File: config.mk
export PLATFORM = sky130hd
export DESIGN_NAME = bcd_updown_counter
export DESIGN_NICKNAME = d
export VERILOG_FILES = /design/src/rtl/bcd_ctr_pkg.sv /design/src/rtl/pulse_sync.sv /design/src/rtl/step_ctrl.sv /design/src/rtl/digit_dp.sv /design/src/rtl/bcd_updown_counter.sv
export SDC_FILE = /design/constraint.sdc
export NUM_CORES = 1
export LEC_CHECK = 0
export BUFFER_PORTS_ARGS = -buffer_cell sky130_fd_sc_hd__buf_2
export CORE_AREA = 5 5 42 44
export CTS_CLUSTER_DIAMETER = 200
export CTS_CLUSTER_SIZE = 14
export DETAILED_ROUTE_END_ITERATION = 10
export DIE_AREA = 0 0 47 49
export SETUP_SLACK_MARGIN = 0.4
export SLEW_MARGIN = 0
export SYNTH_ARGS = -nofsm -noshare
export SYNTH_HDL_FRONTEND = slang
export SYNTH_SLANG_ARGS = --single-unit
File: constraint.sdc
create_clock -name clk -period 2 [get_ports clk]
set_input_delay 0.2 -clock clk [delete_from_list [all_inputs] [get_ports clk]]
set_output_delay 0.2 -clock clk [all_outputs]
set_load 0.05 [all_outputs]
File: src/rtl/bcd_ctr_pkg.sv
package bcd_ctr_pkg;
  localparam int DEF_SYNC_STAGES = 2;
  localparam int DEF_DIGIT_MAX   = 9;

  // strobes from control to datapath
  typedef struct packed {
    logic stepUp;
    logic stepDown;
  } stepReq_t;
endpackage

File: src/rtl/pulse_sync.sv
module pulse_sync #(
  parameter int STAGES = 2
) (
  input  logic clk,
  input  logic clr,
  input  logic lineIn,
  output logic rise
);
  logic [STAGES-1:0] syncQ;
  logic              prevQ;
  logic              lvl;

  assign lvl = syncQ[STAGES-1];

  // Reset to ones: a line already high at clear release looks "old", not a new edge.
  always_ff @(posedge clk or posedge clr) begin
    if (clr) begin
      syncQ <= '1;
      prevQ <= 1'b1;
    end else begin
      syncQ <= {syncQ[STAGES-2:0], lineIn};
      prevQ <= lvl;
    end
  end

  assign rise = lvl & ~prevQ;
endmodule

File: src/rtl/step_ctrl.sv
module step_ctrl
  import bcd_ctr_pkg::*;
#(
  parameter int SYNC_STAGES = DEF_SYNC_STAGES
) (
  input  logic     clk,
  input  logic     clr,
  input  logic     upLine,
  input  logic     downLine,
  output stepReq_t req
);
  localparam int N_CH = 2;

  logic [N_CH-1:0] lines;
  logic [N_CH-1:0] rises;

  assign lines = {downLine, upLine};

  for (genvar ch = 0; ch < N_CH; ch++) begin : g_ch
    pulse_sync #(.STAGES(SYNC_STAGES)) u_ps (
      .clk   (clk),
      .clr   (clr),
      .lineIn(lines[ch]),
      .rise  (rises[ch])
    );
  end

  // coincident requests cancel
  always_comb begin
    req.stepUp   = rises[0] & ~rises[1];
    req.stepDown = rises[1] & ~rises[0];
  end
endmodule

File: src/rtl/digit_dp.sv
module digit_dp
  import bcd_ctr_pkg::*;
#(
  parameter int DIGIT_MAX = DEF_DIGIT_MAX,
  localparam int W = $clog2(DIGIT_MAX + 1)
) (
  input  logic         clk,
  input  logic         clr,
  input  stepReq_t     req,
  output logic [W-1:0] value,
  output logic         wrapUp,
  output logic         wrapDown
);
  localparam logic [W-1:0] TOPV = W'(DIGIT_MAX);

  always_ff @(posedge clk or posedge clr) begin
    if (clr) begin
      value    <= '0;
      wrapUp   <= 1'b0;
      wrapDown <= 1'b0;
    end else begin
      wrapUp   <= 1'b0;
      wrapDown <= 1'b0;
      if (req.stepUp) begin
        if (value == TOPV) begin
          value  <= '0;
          wrapUp <= 1'b1;
        end else begin
          value <= value + 1'b1;
        end
      end else if (req.stepDown) begin
        if (value == '0) begin
          value    <= TOPV;
          wrapDown <= 1'b1;
        end else begin
          value <= value - 1'b1;
        end
      end
    end
  end
endmodule

File: src/rtl/bcd_updown_counter.sv
module bcd_updown_counter
  import bcd_ctr_pkg::*;
#(
  parameter int SYNC_STAGES = DEF_SYNC_STAGES,
  parameter int DIGIT_MAX   = DEF_DIGIT_MAX,
  localparam int DIGIT_W    = $clog2(DIGIT_MAX + 1)
) (
  input  logic               clk,
  input  logic               clr,
  input  logic               upPulse,
  input  logic               downPulse,
  output logic [DIGIT_W-1:0] digit,
  output logic               carry,
  output logic               borrow
);
  stepReq_t stepReq;

  step_ctrl #(.SYNC_STAGES(SYNC_STAGES)) u_ctrl (
    .clk     (clk),
    .clr     (clr),
    .upLine  (upPulse),
    .downLine(downPulse),
    .req     (stepReq)
  );

  digit_dp #(.DIGIT_MAX(DIGIT_MAX)) u_dp (
    .clk     (clk),
    .clr     (clr),
    .req     (stepReq),
    .value   (digit),
    .wrapUp  (carry),
    .wrapDown(borrow)
  );
endmodule

==> flow_results.org <==
** Run status
- The run finished with clean final reports.

** Yosys
- Number of synthesized register bits :: 12
- Cells taking the most area after synthesis :: dfstp_2 (27%), dfrtp_1 (26%), ha_1 (4.3%)
- Post-synthesis cell area :: 583 um^2
- Synthesized netlist cell count :: 50
- For this run, the register share of the synthesized area comes to 0.528.
- Yosys warnings :: 0
- Post-synth top flop :: dfstp_2
- Counting every net in the synthesized netlist gives 56.
- Share of flip-flops with an asynchronous set or reset after synthesis :: 1.00
- Of the post-synthesis cell area, the dominant cell type holds 0.270.
- Largest area contributor in the netlist :: dfstp_2
- The synthesized netlist contains 29 unique library cells.
- Yosys mapped a number of flops with a built-in enable equal to 0.
- Average footprint of a synthesized cell :: 11.7 um^2
- Top post-synthesis cells by count :: dfrtp_1 (6), dfstp_2 (6), inv_1 (5)

** Placed design
- During placement, the flow inserted port buffers numbering 9.
- At the end of routability-driven placement, the weighted congestion stood at 0.717.
- Once detailed placement completed, the half-perimeter wirelength came to about 600 um.

** Clock tree
- Clock tree synthesis inserted a total of 3 buffers.
- The tree is rooted in a clkbuf_4.
- CTS built an H-tree with a depth of 1.
- The clock net in this run drives a total of 12 sinks.
- CTS tree :: done
- Later-pin clock latency in the skew report :: 0.26 ns
- Maximum root-to-sink buffer count :: 2
- Clock-pin slew was measured on the worst setup and hold paths at 0.08 ns.

** Power
- Leakage power of the design :: 0.330 nW
- IR analysis of the VDD net gives a maximum drop of 0.000700 V.
- In this run the power density over the cells is roughly 1300 nW/um^2.

** Timing
- The max-slew violation count was 0.
- Top achievable clock speed :: 0.636 GHz
- Least-Margin Pin Slew :: 0.458 ns
- Adding up every negative setup slack in the final design gives 0 ns.
- Setup repair after global routing could not meet its margin everywhere.
- Post-layout minimum cycle time :: between 1.5 and 2 ns
- Final count of hold timing violations :: 0
- For the final database, setup skew stands at 0.00811 ns.
- Portion of the clock cycle consumed by the worst path in the final layout :: 0.786
- Setup violations remaining at the end of the flow were counted as 0.
- Worst rel slew slack :: 0.694

** Cells and area
- At the end of the flow, the number of nets in the layout was 69.
- The layout has 137 filler cells.
- The area growth from synthesis to layout is 19.7%.
- Of the cells placed in the final design, the portion with a size suffix greater than 1 is 0.468.
- For this run, the share of the core covered by cells in the final layout is 0.498.
- The repair_antennas step left the layout with diodes totalling 0.

** Drt
- After detailed routing, the number of vias per cell comes to 5.06.
- For this run, the detailed router's first-pass iteration total came to 4.
- Drt initial violations :: 4
- Number of routed nets with antenna violations :: 0
- For this block, the routed nets add up to 954 um of wire.
- After detailed routing, the average wire length per cell comes to 12.2 um.
- Remaining design rule violation count :: 0
- Total number of vias :: 395

** Setup path
- Top cell family by delay on the critical path :: flip-flops
- CP Capture Type :: flip-flop
- Among all stages on the critical path, the largest delay is contributed by dfstp_2.
- The setup path with the least slack is of type flip-flop to flip-flop.
- Cell-by-cell listing of the critical path :: nand2b_4, inv_2, ha_4, buf_6, nor3_1, o21ai_0, a21bo_2
- Startpoint Class :: flip-flop
- Of all nets on the critical path, the largest fanout is 6.
- Critical path buffers and inverters :: 2
- Max stage delay on crit path :: ~0.52 ns
- CP Data Required Time :: between 2 and 2.5 ns
- For the worst setup path, the data arrival time is 1.73 ns.

** Die
- The die is 47 um wide.
- FP Rows :: 14
- I/O pin count :: 10
- Area of the core region :: between 1000 and 1500 um^2
- The die covers 2300 um^2.
- Die H :: 49 um
- For this configuration, the core starts out at a cell density of 0.416.

** Global route
- Global-route congestion overflow total :: 0
- Initial antenna violation count :: 0
- In the global route stage, overall resource usage came out at 0.0970.
- The first global-routing pass estimated roughly 1.6 mm of wire.
- The number of global-route vias before repair was 374.
- Entering global routing, the biggest net connects 13 pins.

** Worst hold path
- Worst hold-check path type :: primary input to flip-flop

** Job
- The tool flagged a number of max-cap violations equal to 0.
-- cell type report --
class | instances | area, um^2 | area share
multi-input cells | 29 | 251 | 0.360
flip-flops and latches | 12 | 308 | 0.441
clock buffers | 4 | 26.3 | 0.0376
inverters | 5 | 18.8 | 0.0269
repair buffers | 12 | 73.8 | 0.106
well taps | 16 | 20.0 | 0.0287
-- cell usage in the layout, fill, tap and decap left out, drive strengths merged --
cell type    instances
dfstp                6
o31ai                1
inv                  5
xnor2                2
and3b                1
nand2b               2
and4                 1
o21ai                3
dlygate4sd3          1
nand3b               1
nand2                1
ha                   2
nand4                1
xor2                 1
a21boi               1
nor2b                1
dfrtp                6
nor3                 2
clkbuf               4
a2111o               1
and3                 2
o2111ai              1
nor2                 2
buf                 11
a21bo                1
a22oi                1
nor4b                1
-- power breakdown --
part	leakage [nW]	switching, W	internal (W)
sequential	0.139	0.0000952	0.000295
clock	0.0150	0.0000729	0.0000770
combinational	0.176	0.000236	0.000133
-- through the flow --
stage | hold slack [ns] | instance area, um^2 | power, W | setup WS (ns) | instances
final | 0.0359 | 698 | 0.000910 | 0.428 | 78
after global routing | 0.0163 | 698 | 0.000979 | 0.382 | 78
after CTS | 0.0279 | 663 | 0.000902 | 0.371 | 76
after detailed placement | 0.226 | 617 | 0.000746 | 0.389 | 71
after global placement | 0.222 | 617 | 0.000747 | 0.418 | 71
after floorplan | 0.0604 | 593 | 0.000724 | 0.420 | 50
-- flip-flops by register name, indices dropped and copies added (netlist names) --
| name | cells |
|---|---|
| u_ctrl.g_ch.u_ps.syncQ | 4 |
| u_dp.value | 4 |
| u_ctrl.g_ch.u_ps.prevQ | 2 |
| u_dp.wrapDown | 1 |
| u_dp.wrapUp | 1 |
-- layer usage --
layer | vias to the layer above | GRT usage | share of wire
li1 | 199 | - | -
met3 | 2 | 0.0369 | 0.063
met2 | 10 | 0.120 | 0.42
met4 | 0 | 0.0553 | 0.010
met5 | - | 0 | 0
met1 | 184 | 0.140 | 0.51
-- cell families (layout without fill, tap and decap cells) --
logic type / after synthesis / after routing / synth area share
compound gates: 9 / 9 / 0.116
fa+ha+maj: 2 / 2 / 0.0429
xor+xnor: 3 / 3 / 0.0451
flops: 12 / 12 / 0.528
buf+inv: 9 / 21 / 0.103
simple gates: 15 / 15 / 0.165
-- final timing paths --
| kind | from | end | slack (ns) | cells after the start |
|---|---|---|---|---|
| max | u_ctrl.g_ch[0].u_ps.prevQ$_DFF_PP1_ | u_dp.value[2]$_DFFE_PP0P_ | 0.43 | 7 |
| min | downPulse | u_ctrl.g_ch[1].u_ps.syncQ[0]$_DFF_PP1_ | 0.04 | 1 |
| max reg2reg | u_ctrl.g_ch[0].u_ps.prevQ$_DFF_PP1_ | u_dp.value[2]$_DFFE_PP0P_ | 0.43 | 7 |
| min reg2reg | u_ctrl.g_ch[1].u_ps.syncQ[0]$_DFF_PP1_ | u_ctrl.g_ch[1].u_ps.syncQ[1]$_DFF_PP1_ | 0.36 | 0 |
| max in group asynchronous | clr | u_ctrl.g_ch[0].u_ps.syncQ[1]$_DFF_PP1_ | 1.17 | 3 |
| min in group asynchronous | clr | u_dp.wrapUp$_DFF_PP0_ | 0.48 | 3 |
-- worst register-to-register path: stages (launching register included) --
cell and delay, ns:
dfstp_2 0.52, nand2b_4 0.14, inv_2 0.05, ha_4 0.18, buf_6 0.13, nor3_1 0.15
o21ai_0 0.09, a21bo_2 0.21
-- repair_timing --
action / in CTS / in global routing
setup endpoints to repair: 1 / 3
hold buffers: 1 / 0
hold endpoints to repair: 6 / 0
gates cloned: 0 / 0
pin swaps: 0 / 4
setup buffers: 0 / 2
gates resized for setup: 1 / 8
Note: power is estimated with default switching activity, not from simulation.
